### config.mk
export PLATFORM = sky130hd
export DESIGN_NAME = vreg_remap_table
export DESIGN_NICKNAME = d
export VERILOG_FILES = /design/src/rtl/remap_pkg.sv /design/src/rtl/remap_cam.sv /design/src/rtl/remap_port_reg.sv /design/src/rtl/vreg_remap_table.sv
export SDC_FILE = /design/constraint.sdc
export NUM_CORES = 1
export LEC_CHECK = 0
export ABC_CLOCK_PERIOD_IN_PS = 4200
export BUFFER_PORTS_ARGS = -buffer_cell sky130_fd_sc_hd__buf_2
export CORE_ASPECT_RATIO = 1.5
export CORE_MARGIN = 2
export CORE_UTILIZATION = 55
export CTS_CLUSTER_SIZE = 28
export DETAILED_ROUTE_END_ITERATION = 16
export PLACE_DENSITY = 0.73
export SETUP_SLACK_MARGIN = 0.15
export SLEW_MARGIN = 20
export SYNTH_ARGS = -nofsm -noshare
export SYNTH_HDL_FRONTEND = slang
export SYNTH_SLANG_ARGS = --single-unit
### constraint.sdc
create_clock -name clk -period 4.2 [get_ports clk]
set_input_delay 0.42 -clock clk [delete_from_list [all_inputs] [get_ports clk]]
set_output_delay 0.42 -clock clk [all_outputs]
set_load 0.005 [all_outputs]
### src/rtl/remap_pkg.sv
package remap_pkg;
  localparam int RN_W = 5;
  localparam int EW_W = 3;
  localparam int KEY_W = RN_W + 1;

  typedef enum logic [EW_W-1:0] {
    EW_DEF = 3'd0,
    EW_8   = 3'd1,
    EW_16  = 3'd2,
    EW_32  = 3'd3,
    EW_64  = 3'd4
  } ew_code_e;

  function automatic logic ew_reserved(input logic [EW_W-1:0] c);
    return c > EW_64;
  endfunction
endpackage

### src/rtl/remap_cam.sv
module remap_cam #(
  parameter int ENTRIES = 8,
  parameter int KEY_W = 6,
  parameter int VAL_W = 8,
  parameter int NPORT = 2,
  parameter int IDX_W = $clog2(ENTRIES)
) (
  input  logic                   clk,
  input  logic                   rst,
  input  logic                   wr_en,
  input  logic                   del_en,
  input  logic [IDX_W-1:0]       wr_idx,
  input  logic [KEY_W-1:0]       wr_key,
  input  logic [VAL_W-1:0]       wr_val,
  input  logic [NPORT*KEY_W-1:0] q_key,
  output logic [NPORT-1:0]       q_hit,
  output logic [NPORT*VAL_W-1:0] q_val
);
  logic [KEY_W-1:0]   key_q [ENTRIES];
  logic [VAL_W-1:0]   val_q [ENTRIES];
  logic [ENTRIES-1:0] valid_q;

  // valid bits: reset, delete-upward, set on write
  always_ff @(posedge clk) begin
    if (rst) begin
      valid_q <= '0;
    end else if (del_en) begin
      for (int j = 0; j < ENTRIES; j++)
        if (j >= int'(wr_idx)) valid_q[j] <= 1'b0;
    end else if (wr_en) begin
      valid_q[wr_idx] <= 1'b1;
    end
  end

  // payload storage, no reset
  always_ff @(posedge clk) begin
    if (wr_en && !del_en) begin
      key_q[wr_idx] <= wr_key;
      val_q[wr_idx] <= wr_val;
    end
  end

  for (genvar p = 0; p < NPORT; p++) begin : g_port
    logic             h;
    logic [VAL_W-1:0] v;
    always_comb begin
      h = 1'b0;
      v = '0;
      // scan downward so the lowest matching index is assigned last
      for (int j = ENTRIES - 1; j >= 0; j--) begin
        if (valid_q[j] && key_q[j] == q_key[p*KEY_W +: KEY_W]) begin
          h = 1'b1;
          v = val_q[j];
        end
      end
    end
    assign q_hit[p] = h;
    assign q_val[p*VAL_W +: VAL_W] = v;
  end

  assert_reset_clear_R1: assert property (@(posedge clk)
    $past(rst) |-> valid_q == '0);

  assert_delete_upward_R6: assert property (@(posedge clk) disable iff (rst)
    !$past(rst) && $past(del_en) |-> (valid_q >> $past(wr_idx)) == '0);

  assert_write_sets_valid_R2: assert property (@(posedge clk) disable iff (rst)
    !$past(rst) && $past(wr_en) && !$past(del_en) |-> valid_q[$past(wr_idx)]);
endmodule

### src/rtl/remap_port_reg.sv
module remap_port_reg
  import remap_pkg::*;
(
  input  logic            clk,
  input  logic            rst,
  input  logic            r_hit,
  input  logic [RN_W-1:0] r_base,
  input  logic [EW_W-1:0] r_ew,
  input  logic            p_hit,
  input  logic [RN_W-1:0] p_reg,
  input  logic [1:0]      p_flags,
  output logic            vec_hit,
  output logic [RN_W-1:0] vec_base,
  output logic [EW_W-1:0] vec_ew,
  output logic            ew_bad,
  output logic            pred_hit,
  output logic [RN_W-1:0] pred_reg,
  output logic            pred_inv,
  output logic            pred_zero
);
  always_ff @(posedge clk) begin
    if (rst) begin
      vec_hit   <= 1'b0;
      vec_base  <= '0;
      vec_ew    <= '0;
      ew_bad    <= 1'b0;
      pred_hit  <= 1'b0;
      pred_reg  <= '0;
      pred_inv  <= 1'b0;
      pred_zero <= 1'b0;
    end else begin
      vec_hit   <= r_hit;
      vec_base  <= r_base;
      vec_ew    <= r_ew;
      ew_bad    <= r_hit && ew_reserved(r_ew);
      pred_hit  <= p_hit;
      pred_reg  <= p_reg;
      pred_inv  <= p_flags[0];
      pred_zero <= p_flags[1];
    end
  end

  assert_bad_needs_hit_R7: assert property (@(posedge clk) disable iff (rst)
    ew_bad |-> vec_hit && vec_ew > 3'd4);

  assert_vec_miss_zero_R3: assert property (@(posedge clk) disable iff (rst)
    !vec_hit |-> vec_base == '0 && vec_ew == '0);

  assert_pred_miss_zero_R4: assert property (@(posedge clk) disable iff (rst)
    !pred_hit |-> pred_reg == '0 && !pred_inv && !pred_zero);
endmodule

### src/rtl/vreg_remap_table.sv
module vreg_remap_table
  import remap_pkg::*;
#(
  parameter int ENTRIES = 8,
  parameter int NPORT = 2,
  parameter int IDX_W = $clog2(ENTRIES)
) (
  input  logic                  clk,
  input  logic                  rst,
  input  logic                  cfg_we,
  input  logic                  cfg_del,
  input  logic                  cfg_tbl,
  input  logic [IDX_W-1:0]      cfg_idx,
  input  logic                  cfg_fp,
  input  logic [RN_W-1:0]       cfg_key,
  input  logic [RN_W-1:0]       cfg_dst,
  input  logic [EW_W-1:0]       cfg_attr,
  input  logic [NPORT-1:0]      lk_fp,
  input  logic [NPORT*RN_W-1:0] lk_reg,
  output logic [NPORT-1:0]      vec_hit,
  output logic [NPORT*RN_W-1:0] vec_base,
  output logic [NPORT*EW_W-1:0] vec_ew,
  output logic [NPORT-1:0]      ew_bad,
  output logic [NPORT-1:0]      pred_hit,
  output logic [NPORT*RN_W-1:0] pred_reg,
  output logic [NPORT-1:0]      pred_inv,
  output logic [NPORT-1:0]      pred_zero
);
  localparam int RVAL_W = RN_W + EW_W;
  localparam int PVAL_W = RN_W + 2;

  logic [NPORT*KEY_W-1:0]  q_key;
  logic [NPORT-1:0]        r_hit, p_hit;
  logic [NPORT*RVAL_W-1:0] r_val;
  logic [NPORT*PVAL_W-1:0] p_val;

  for (genvar p = 0; p < NPORT; p++) begin : g_key
    assign q_key[p*KEY_W +: KEY_W] = {lk_fp[p], lk_reg[p*RN_W +: RN_W]};
  end

  remap_cam #(.ENTRIES(ENTRIES), .KEY_W(KEY_W), .VAL_W(RVAL_W), .NPORT(NPORT), .IDX_W(IDX_W)) u_rtab (
    .clk(clk), .rst(rst),
    .wr_en(cfg_we && !cfg_tbl), .del_en(cfg_del && !cfg_tbl),
    .wr_idx(cfg_idx), .wr_key({cfg_fp, cfg_key}), .wr_val({cfg_attr, cfg_dst}),
    .q_key(q_key), .q_hit(r_hit), .q_val(r_val)
  );

  remap_cam #(.ENTRIES(ENTRIES), .KEY_W(KEY_W), .VAL_W(PVAL_W), .NPORT(NPORT), .IDX_W(IDX_W)) u_ptab (
    .clk(clk), .rst(rst),
    .wr_en(cfg_we && cfg_tbl), .del_en(cfg_del && cfg_tbl),
    .wr_idx(cfg_idx), .wr_key({cfg_fp, cfg_key}), .wr_val({cfg_attr[1:0], cfg_dst}),
    .q_key(q_key), .q_hit(p_hit), .q_val(p_val)
  );

  for (genvar p = 0; p < NPORT; p++) begin : g_out
    remap_port_reg u_reg (
      .clk(clk), .rst(rst),
      .r_hit(r_hit[p]),
      .r_base(r_val[p*RVAL_W +: RN_W]),
      .r_ew(r_val[p*RVAL_W + RN_W +: EW_W]),
      .p_hit(p_hit[p]),
      .p_reg(p_val[p*PVAL_W +: RN_W]),
      .p_flags(p_val[p*PVAL_W + RN_W +: 2]),
      .vec_hit(vec_hit[p]),
      .vec_base(vec_base[p*RN_W +: RN_W]),
      .vec_ew(vec_ew[p*EW_W +: EW_W]),
      .ew_bad(ew_bad[p]),
      .pred_hit(pred_hit[p]),
      .pred_reg(pred_reg[p*RN_W +: RN_W]),
      .pred_inv(pred_inv[p]),
      .pred_zero(pred_zero[p])
    );
  end
endmodule

# After elaboration in Yosys (flattened, before gate mapping)
# Memory sizes are Yosys's and may differ from the RTL's.
# Index checks and enable logic that the tools add are counted.
# word_totals
mem_count	4
in_bits	34
output_inout_bits	36
ff_bits	52
mem_bits_rw	216
elab_cells	238
# mem_list
memory	words	word_bits	read_ports	rd_ports_with_merged_regs	write_ports	line_no	text
u_rtab.val_q	8	8	8	0	1	remap_cam.sv:20	logic [VAL_W-1:0] val_q [ENTRIES];
u_ptab.val_q	8	7	8	0	1	remap_cam.sv:20	
u_ptab.key_q	8	6	8	0	1	remap_cam.sv:19	logic [KEY_W-1:0] key_q [ENTRIES];
u_rtab.key_q	8	6	8	0	1	remap_cam.sv:19	
# op_classes
n_eq_ne	46
bitwise	2
n_reduce_logical	62
mux	81
n_lt_le_gt_ge	11
# op_table
cell	n
$eq 6x6->1	32
$mux 7	20
$mux 8	16
$mux 1	44
$logic_and 1x1->1	41
$reduce_and 2->1	14
$or 8x8->8	2
$ne 2x1->1 const B	7
$ne 2x2->1 const B	7
$ge 3x3->1 const A	3
$ge 1x3->1 const A	2
$ge 2x3->1 const A	2
$gt 3x3->1 const B	2
$lt 3x4->1 const B	1
$reduce_bool 2->1	2
$reduce_or 2->1	2
$demux 1 s3	1
$ge 3x1->1 const B	1
$logic_not 1->1	3

# Longest topological paths before layout
# An unclocked memory read counts as a cell.
# logic_depth
depth_word	13
mapped_depth	11
mapped_depth_nobuf	8

# Hierarchy
# From an unflattened synthesis, not the netlist that was laid out.
# hier_totals
cells_unflattened	1066
area_unflattened_um2	13211.4
# by_module_without_submodules
module	seq_area_each_um2	area_each_um2	n_inst	cells_per_inst
remap_cam (u_rtab)	3523.4	6306.0	1	516
remap_cam (u_ptab)	3283.1	5894.4	1	472
remap_port_reg	360.3	493.0	2	37
vreg_remap_table	0.0	25.0	1	4

# Worst setup path before layout
# No wires, ideal clock.
# synth_path
kind	input-to-reg
start	input cfg_idx[2]
end	memory u_rtab.key_q[7][0] (enable)
slack_ns	1.667
t_arrival_ns	2.131
t_required_ns	3.797
stages	5
cell_sequence	clkbuf_1 nand2_1 nor2_1 nand2_1 nor3_1
# synth_rtl
item	line_no	text
from (decl)	vreg_remap_table.sv:13	input logic [IDX_W-1:0] cfg_idx,
to (decl)	remap_cam.sv:19	
# Straight into the memory's write port.

==> results.toml <==
[floorplan]
die_x_um = 128
fp-row-count = 67
ios = 70
initial_core_util_pct = 56.2
dieArea_um2 = 24100
core_region_area_um2 = 22400
die_h_um = 189

[power]
pwr-share-comb_pct = 5.0
power.clock.fraction_pct = 43.4
peakVddDrop_mv = 0.343
power_leakage_nw = 4.69
swShare_pct = 20.9
power_density_nw_per_um2 = 404
total_power_w = 0.00564
p_switching_w = 0.00118
p_seq_share_pct = 51.6
p_int_w = 0.00447

[layout]
final_nets = 1059
area_delta_synth_final_pct = 11.0
largest_reg_flops = 64
drive_above_1_share_pct = 16.5
fin_util_pct = 62.4
reg_top3 = "u_rtab.val_q x64, u_ptab.val_q x56"
multiInputGateArea_um2 = 4590
most-common-layout-cells = "216 x edfxtp_1, 110 x xnor2_1, 82 x xor2_1"
antenna_cells = 0
final_common_cell = "edfxtp_1"
largest_register = "u_rtab.val_q"
fill_cells = 1745
seq_area_um2 = 7530

[setup_path]
crit_path_max_fanout = 7
end_kind = "register"
critPathKind = "reg -> reg"
critPathMaxStageDelay_ns = 0.56
cp_data_arrival_time_ns = 3.15
worstPathRequired_ns = 4.67
path_buf_inv = 0
critPathTopFamily = "simple AND/OR/NAND/NOR gates"
cpMaxStageDelayCell = "nor2b_1"
cp-start-kind = "register"
reg2reg_slack_ns = 1.52
cp_cell_sequence = "xnor2_1 > nand4_1 > nor4_2 > nor2b_1 > a221o_1 > a221oi_1 > o31ai_1 > o21a_1"

[clock_tree]
hold_buffers = 0
cts_resized = 0
cts-root-buf = "clkbuf_16"
clock-sinks = 268
clkLatencyLatePin_ns = 0.53
clockBufferDepth = 3
cts_setup_buffers = 0
cts_made_buffers = 26
ctsHtreeMaxLevel = 1
clkSlewWorstSetupHoldPaths_ns = 0.06
cts_tree = "done"

[routing]
routedWlPerCell_um = 23.6
drt_pre_antenna_iters = 5
route.vias.total = 8344
route.detailed.drc = 0
post_drt_via_cell_ratio = 6.32
drt-met1-wl_mm = 11.8
top_layer_used = "met4"
ant_nets = 0
wirelength_mm = 31.2
met3_length_mm = 1.97
drt-initial-drc-count = 712
met2_length_mm = 16.2

[synthesis]
syn_inst = 961
yosys-top-cells-area = "edfxtp_1 52%, dfxtp_1 8.3%, xnor2_1 7.7%"
synth_cell_types = 69
async_flop_share_pct = 0
synth_ff_type = "edfxtp_1"
ys_warn_count = 0
yosysTopAreaCell = "edfxtp_1"
ys_seq_elements = 268
synth_top_cell_area_share_pct = 51.5
seq_area_frac_synth_pct = 59.8
synth-edff-count = 216
syn_nets = 995
syn_area_um2 = 12600
syn_area_per_cell_um2 = 13.1

[global_routing]
grt_use_total_pct = 25.7
antenna_found_initial = 0
grt_pass1_vias = 8384
grt_pass1_wl_mm = 47.0
grt_max_degree = 30
overflow = 0

[sta]
post-route-period-util_pct = 63.8
post-route-min-period_ns = 2.68
fin_tns_setup_ns = 0
skew_ns = 0.00831
hold_viol_final = 0
holdWs_ns = 0.200
max_slew_margin_pct = 25.7
drv_slew = 0
tightest_slew_ns = 1.11
grt_setup_unrepaired = "false"
setup_violations = 0
max_freq_mhz = 373

[placed_design]
dp_hpwl_mm = 21.9
numPortBuffers = 69
gp_congestion = 0.895

[flow_run]
maxCapViolCount = 0

[run_status]
status = "finished, final reports clean"

[min_path]
hp-class = "in -> reg"
==> layer usage <==
layer / track usage, % / up-vias
met2: 45.9 / 385
met1: 31.6 / 4102
li1: - / 3772
met3: 2.94 / 85
met4: 10.3 / 0
met5: 0 / -
==> power groups by stage <==
stage / logic [W] / clock network [W] / registers, W
floorplan: 0.000193 / 0 / 0.00296
global placement: 0.000274 / 0 / 0.00297
detailed placement: 0.000280 / 0 / 0.00297
CTS: 0.000280 / 0.00247 / 0.00291
global route: 0.000300 / 0.00259 / 0.00291
finish: 0.000280 / 0.00245 / 0.00291
==> worst paths after layout <==
check,cells after the start,start,end
max reg2reg,8,u_rtab.key_q[7][3],g_out[1].u_reg.ew_bad
min,1,cfg_attr[2],u_rtab.val_q[1][7]
max,8,u_rtab.key_q[7][3],g_out[1].u_reg.ew_bad
min reg2reg,2,u_rtab.val_q[0][1],g_out[0].u_reg.vec_base[1]
==> cells in the mapped netlist, drive strengths merged (16+ instances only) <==
cell    count
inv        23
edfxtp    216
o221ai     16
xor2       82
nand4      33
buf        41
a221oi     17
nor3       23
dfxtp      52
a21oi      37
nor2       56
nor4       23
xnor2     110
o21ai      18
nand2      38
a22oi      17
==> logic make-up (layout without fill, tap and decap cells) <==
kind of cell | count (synthesis) | count (layout) | synth area share, %
xor gates and xnor gates | 192 | 192 | 13.4
muxes | 7 | 7 | 0.557
and+or+nand+nor | 230 | 230 | 10.7
AOI/OAI and AO/OA | 185 | 185 | 11.5
DFF | 268 | 268 | 59.8
buffers and inverters | 79 | 162 | 4.10
==> worst reg2reg max path: stages (launching register included) <==
cell,delay (ns)
edfxtp_1,0.42
xnor2_1,0.18
nand4_1,0.13
nor4_2,0.46
nor2b_1,0.56
a221o_1,0.26
a221oi_1,0.09
o31ai_1,0.34
o21a_1,0.18
==> stage by stage <==
stage               instances  cell area (um2)  setup slack, ns
global route             1320            14000             1.27
finish                   1320            14000             1.52
CTS                      1320            14000             1.58
detailed placement       1273            13100             1.09
floorplan                 961            12600             1.67
global placement         1273            13100             1.13
==> final cells by class <==
cell class | count | area share [%]
clock buffers | 39 | 5.67
multi-input cells | 614 | 32.9
inverters | 23 | 0.618
flip-flops and latches | 268 | 53.9
clock inverters | 8 | 0.797
well taps | 276 | 2.47
repair buffers | 92 | 3.71
Note: power is estimated with default switching activity, not from simulation.
